**config.mk**
```make
export PLATFORM = sky130hd
export DESIGN_NAME = ram_delay_line
export DESIGN_NICKNAME = d
export VERILOG_FILES = /design/src/rtl/dl_pkg.sv /design/src/rtl/dl_addr_gen.sv /design/src/rtl/dl_ram.sv /design/src/rtl/ram_delay_line.sv
export SDC_FILE = /design/constraint.sdc
export NUM_CORES = 1
export LEC_CHECK = 0
export ABC_AREA = 1
export CORE_ASPECT_RATIO = 1.5
export CORE_MARGIN = 4
export CORE_UTILIZATION = 59
export CTS_CLUSTER_DIAMETER = 60
export DETAILED_ROUTE_END_ITERATION = 10
export HOLD_SLACK_MARGIN = 0.02
export PLACE_DENSITY = 0.85
export SYNTH_ARGS = -nofsm -noshare
export SYNTH_HDL_FRONTEND = slang
export SYNTH_SLANG_ARGS = --single-unit
```
**constraint.sdc**
```tcl
create_clock -name clk -period 2 [get_ports clk]
set_input_delay 0.4 -clock clk [delete_from_list [all_inputs] [get_ports clk]]
set_output_delay 0.4 -clock clk [all_outputs]
set_load 0.1 [all_outputs]
```
**src/rtl/dl_pkg.sv**
```systemverilog
package dl_pkg;

    // Which address generator a given period selects.
    typedef enum logic {
        GEN_NOR2 = 1'b0,
        GEN_DOWN = 1'b1
    } gen_kind_e;

    function automatic gen_kind_e pick_gen(int unsigned period);
        return (period == 3) ? GEN_NOR2 : GEN_DOWN;
    endfunction

    function automatic int unsigned addr_bits(int unsigned period);
        return (period > 1) ? $clog2(period) : 1;
    endfunction

endpackage

```
**src/rtl/dl_addr_gen.sv**
```systemverilog
module dl_addr_gen
    import dl_pkg::*;
#(
    parameter int unsigned PERIOD = 6,
    parameter int unsigned AW     = 3,
    parameter int unsigned SEED   = 0
) (
    input  logic          clk,
    input  logic          rst,
    input  logic          ce,
    output logic [AW-1:0] addr
);

    localparam gen_kind_e     KIND      = pick_gen(PERIOD);
    localparam logic [AW-1:0] LAST      = AW'(PERIOD - 1);
    localparam logic [AW-1:0] SEED_BITS = AW'(SEED);

    typedef struct packed {
        logic [AW-1:0] addr;
    } gen_st_t;

    gen_st_t       st_d, st_q;
    logic [AW-1:0] step;

    generate
        if (KIND == GEN_NOR2) begin : g_nor
            // 2-bit shift register with NOR feedback; 11 falls to 10
            always_comb begin
                step = {st_q.addr[0], ~(st_q.addr[0] | st_q.addr[1])};
            end

            AST_NOR_ESCAPE: assert property (@(posedge clk) disable iff (rst)
                (ce && st_q.addr == 2'b11) |=> (st_q.addr == 2'b10));
        end else begin : g_down
            // down counter; zero and any unused state reload LAST
            always_comb begin
                if (st_q.addr == '0 || st_q.addr > LAST) begin
                    step = LAST;
                end else begin
                    step = st_q.addr - 1'b1;
                end
            end
        end
    endgenerate

    always_comb begin
        st_d = st_q;
        if (rst) begin
            st_d.addr = SEED_BITS;
        end else if (ce) begin
            st_d.addr = step;
        end
    end

    always_ff @(posedge clk) begin
        st_q <= st_d;
    end

    assign addr = st_q.addr;

    AST_ADDR_ADVANCES: assert property (@(posedge clk) disable iff (rst)
        (ce && st_q.addr <= LAST) |=> (st_q.addr != $past(st_q.addr)));

    AST_ADDR_RECOVERS: assert property (@(posedge clk) disable iff (rst)
        ce |=> (st_q.addr <= LAST));

    AST_ADDR_HOLDS: assert property (@(posedge clk) disable iff (rst)
        !ce |=> $stable(st_q.addr));

endmodule

```
**src/rtl/dl_ram.sv**
```systemverilog
module dl_ram #(
    parameter int unsigned WIDTH = 8,
    parameter int unsigned AW    = 3
) (
    input  logic             clk,
    input  logic             rst,
    input  logic             ce,
    input  logic [AW-1:0]    addr,
    input  logic [WIDTH-1:0] wdata,
    output logic [WIDTH-1:0] rdata
);

    localparam int unsigned DEPTH = 1 << AW;

    typedef struct packed {
        logic [WIDTH-1:0] rdata;
    } ram_st_t;

    logic [WIDTH-1:0] mem [DEPTH];
    ram_st_t          st_d, st_q;

    // storage: read-before-write at one shared address
    always_ff @(posedge clk) begin
        if (ce) begin
            mem[addr] <= wdata;
        end
    end

    always_comb begin
        st_d = st_q;
        if (rst) begin
            st_d.rdata = '0;
        end else if (ce) begin
            st_d.rdata = mem[addr];
        end
    end

    always_ff @(posedge clk) begin
        st_q <= st_d;
    end

    assign rdata = st_q.rdata;

    AST_RDATA_HOLDS: assert property (@(posedge clk) disable iff (rst)
        !ce |=> $stable(st_q.rdata));

endmodule

```
**src/rtl/ram_delay_line.sv**
```systemverilog
module ram_delay_line
    import dl_pkg::*;
#(
    parameter int unsigned WIDTH = 8,
    parameter int unsigned DELAY = 7,
    parameter int unsigned SEED  = 0
) (
    input  logic             clk,
    input  logic             rst,
    input  logic             ce,
    input  logic [WIDTH-1:0] din,
    output logic [WIDTH-1:0] dout
);

    localparam int unsigned PERIOD = DELAY - 1;
    localparam int unsigned AW     = addr_bits(PERIOD);

    typedef struct packed {
        logic [WIDTH-1:0] dout;
    } top_st_t;

    top_st_t          st_d, st_q;
    logic [AW-1:0]    addr;
    logic [WIDTH-1:0] rdata;

    dl_addr_gen #(
        .PERIOD (PERIOD),
        .AW     (AW),
        .SEED   (SEED)
    ) u_gen (
        .clk  (clk),
        .rst  (rst),
        .ce   (ce),
        .addr (addr)
    );

    dl_ram #(
        .WIDTH (WIDTH),
        .AW    (AW)
    ) u_ram (
        .clk   (clk),
        .rst   (rst),
        .ce    (ce),
        .addr  (addr),
        .wdata (din),
        .rdata (rdata)
    );

    always_comb begin
        st_d = st_q;
        if (rst) begin
            st_d.dout = '0;
        end else if (ce) begin
            st_d.dout = rdata;
        end
    end

    always_ff @(posedge clk) begin
        st_q <= st_d;
    end

    assign dout = st_q.dout;

    AST_OUT_HOLDS: assert property (@(posedge clk) disable iff (rst)
        !ce |=> $stable(dout));

endmodule

```
# After elaboration in Yosys (flattened, before gate mapping)
# Memories as Yosys holds them, arrays and structs flattened. A register that Yosys moved wholly into a read port is not among the register bits.
# Index checks and enable logic that the tools add are counted.
# word_totals
n_memories	1
ramBits	64
in_bits	11
out_inout_bits	8
register_bits	11
# memory_table
memory	depth	width	rd	rd_ports_with_merged_regs	wr	line_no	rtl
u_ram.mem	8	8	1	1	1	dl_ram.sv:19	logic [WIDTH-1:0] mem [DEPTH];
# classes
n_reduce_logical	2
add_sub_neg	1
n_lt_le_gt_ge	1
n_mux	3
# ops
op	n
$gt A3 B3 Y1 const B	1
$logic_not A3 Y1	1
$mux W3	1
$sub A3 B1 Y3 const B	1
$mux W1	2
$logic_or A1 B1 Y1	1

# Longest topological paths before layout
# depth
ltp_word	3
depth_mapped	8
depth_no_buf	7

# Hierarchy
# A second synthesis with hierarchy kept.
# unflattened
cells_unflattened	371
area_unflattened_um2	3562.2
# by_module_without_submodules
mod	instances	area_per_inst_um2	cells_each	seq_area_each_um2
dl_ram	1	3034.2	291	2082.0
ram_delay_line	1	341.6	51	160.2
dl_addr_gen	1	186.4	29	60.1

# Worst setup path after synthesis
# OpenSTA, ideal clock, no wires.
# synth_path
path_type	reg2reg
from	register u_gen.st_q, in the netlist u_gen.addr[1]
to	memory u_ram.mem[3][0], enable pin
arrival_time_ps	1212
path_stages_with_launch	5
period_less_slack_ps	1582
n_path_buf	0
slack_ps	418
path_cell_list	dfxtp_1 inv_1 nor2_2 inv_1 nor2_1
# synth_rtl
item	line_no	rtl
start: declaration	dl_addr_gen.sv:22	gen_st_t st_d, st_q;
start signal: assignment	dl_addr_gen.sv:56	st_q <= st_d;
end: declaration	dl_ram.sv:19	
# No word-level cell before the write port.

# Worst setup path after layout
# layout_path
from	register u_gen.st_q, in the netlist u_gen.addr[1]
to	memory u_ram.mem[3][5], enable pin
# No word-level cell before the write port.

==> flow_metrics.tcl <==
set metrics [dict create \
    htreeDepth 3 \
    reg2reg_slack_ns 0.34 \
    clock_sinks 83 \
    clock_latency_ns 0.35 \
    r2r_start "u_gen.addr[1]$_SDFFE_PP0P_" \
    start_kind "flop" \
    r2r-end "u_ram.mem[3][5]$_DFFE_PP_" \
    start_util_pct 61.82 \
    setup-tns-final_ns 0 \
    grt_pass1_vias 2401 \
    io_pins 19 \
    crit_required_ns 2.05 \
    cts_resized 0 \
    nNetsFinal 392 \
    antenna_found_initial 0 \
    grt_max_degree 25 \
    drc 0 \
    setup_ws_ns 0.3352 \
    min_path_type "reg2reg" \
    num_antenna_cells 0 \
    cts_tree "done" \
    p_leak_nw 1.721 \
    clockBufferDepth 2 \
    irDropWorstVdd_v 0.0006509 \
    numPortBuffers 18 \
    postCtsSetupBuffers 0 \
    final_common_cell "nand2_1" \
    setup_viol_count_final 0 \
    dr.pass1.iters 5 \
    cts-root-buf "clkbuf_8" \
    power.density_nw_per_um2 948.5 \
    area_delta_synth_final_pct 14.96 \
    syn_inst 343 \
    via_per_inst 5.336 \
    hold_path_end "dout[0]$_SDFFE_PP0P_" \
    hold_buffers 0 \
    layout_worst_path_cycle_share_pct 83.24 \
    drtIter0Drc 238 \
    slew_headroom_pct 73.90 \
    coreArea_sq_um 5574 \
    preCtsSetupSlack_ns 0.2321 \
    holdPathStages 2 \
    worst_hold_slack_ns 0.4968 \
    min_from "dout[0]$_SDFFE_PP0P_" \
    wire_per_inst_um 15.85 \
    grt_pass1_wl_um 11630 \
    p_total_mw 3.757 \
    drive_gt1_share_pct 11.23 \
    synth-warning-count 0 \
    cts_buffers 9 \
    ys_ff_latch 83 \
    fp.dieArea_sq_um 7152 \
    die_h_um 101.6 \
    die_w_um 70.40 \
    fmax_ghz 0.6007 \
    postRouteWirelength_um 7179 \
    syn_area_sq_um 3446 \
    critPathMaxFanout 9 \
    rsz0062_at_grt "no" \
    syn_nets 357 \
    reg2reg_depth 5 \
    final_hold_viol_count 0 \
    ys_seq_area_share_pct 66.81 \
    min_period_ns 1.665 \
    overflow 0 \
    status "finished, final reports clean" \
    cap_violations 0 \
    arrival_ns 1.72 \
    postRouteAntennaNets 0 \
    path_class "reg2reg" \
    final_cell_mix "68 x nand2_1, 64 x edfxtp_1, 62 x inv_1" \
    track_usage_pct 22.05 \
    skew_ns 0.01501 \
    dp_hpwl_um 5004 \
    crit_path_end_kind "flop" \
    place.gp.congestion 1.030 \
    utilization_pct 71.07 \
    synth.avg_cell_area_sq_um 10.05 \
    rows 33 \
    clk_pin_slew_worst_paths_ns 0.09 \
    tightestPinTransition_ns 0.3903 \
    yosysUniqueCellTypes 21 \
    maxSlewViolCount 0 \
    num_vias 2417 \
]
==> worst max-delay path, cell delays in order (launching register included) <==
cell     delay (ns)
dfxtp_1        0.49
inv_1          0.16
nor2_2         0.31
inv_1          0.11
nor2_1         0.11
buf_4          0.18
==> layer usage <==
metal | global-route usage [%] | wire length [um] | up-vias
li1 | - | - | 1162
met2 | 38.53 | 3791 | 102
met4 | 14.31 | 355 | 0
met3 | 4.071 | 431 | 26
met5 | 0 | 0 | -
met1 | 24.49 | 2601 | 1127
==> report_power, final <==
part           total [mW]  switching [mW]  internal (mW)
clock                1.25           0.556          0.690
combinational       0.521           0.362          0.159
sequential           1.99          0.0440           1.95
total                3.76           0.962           2.80
==> logic make-up (layout without fill, tap and decap cells) <==
group | Yosys count | after routing | share of synthesized area, %
AO/OA/AOI/OAI | 30 | 30 | 4.720
flip-flops | 83 | 83 | 66.81
buffers and inverters | 75 | 115 | 9.077
adder cells (fa/ha/maj) | 3 | 3 | 1.089
XOR/XNOR | 1 | 1 | 0.2542
AND/OR/NAND/NOR | 151 | 151 | 18.05
==> worst max path at each step <==
stage          slack (ns)                  startpoint                        end
6_report             0.34  u_gen.addr[1]$_SDFFE_PP0P_  u_ram.mem[3][5]$_DFFE_PP_
3_3_place_gp         0.26                          ce  u_ram.mem[2][5]$_DFFE_PP_
5_1_grt              0.26  u_gen.addr[1]$_SDFFE_PP0P_  u_ram.mem[2][3]$_DFFE_PP_
3_5_place_dp         0.23                          ce  u_ram.mem[3][0]$_DFFE_PP_
4_1_cts              0.35  u_gen.addr[1]$_SDFFE_PP0P_  u_ram.mem[3][6]$_DFFE_PP_
2_1_floorplan        0.42  u_gen.addr[1]$_SDFFE_PP0P_  u_ram.mem[3][0]$_DFFE_PP_
==> metrics by stage <==
stage	instance area [sq um]	instances
after floorplan	3446	343
after global placement	3749	437
after detailed placement	3749	437
after CTS	3961	453
after global routing	3961	453
final	3961	453
==> registers in the layout (all words and copies together), names as in the netlist <==
name         cells
u_ram.mem       64
dout             8
u_gen.addr       3
u_ram.rdata      8
==> cell type report <==
type,instances,area [sq um]
Sequential cell,83,2302
Fill cell,387,1613
Multi-Input combinational cell,185,830.8
Timing Repair Buffer,35,287.8
Inverter,64,240.2
Clock buffer,13,170.2
Tap cell,70,87.58
Clock inverter,3,42.54
==> cells in the mapped netlist <==
library cell	instances	share of area, %
a21oi_1	3	0.44
and2_1	1	0.18
buf_2	3	0.44
buf_4	2	0.44
clkbuf_1	4	0.44
clkbuf_8	2	0.80
clkinv_1	1	0.11
dfxtp_1	19	11
edfxtp_1	64	56
ha_1	3	1.1
inv_1	62	6.8
inv_2	1	0.11
nand2_1	68	7.4
nand3_1	32	4.6
nor2_1	47	5.1
nor2_2	2	0.36
nor2_4	1	0.33
o211ai_1	5	1.1
o21ai_0	21	3.1
o21ai_1	1	0.15
xor2_1	1	0.25
Note: power is estimated with default switching activity, not from simulation.
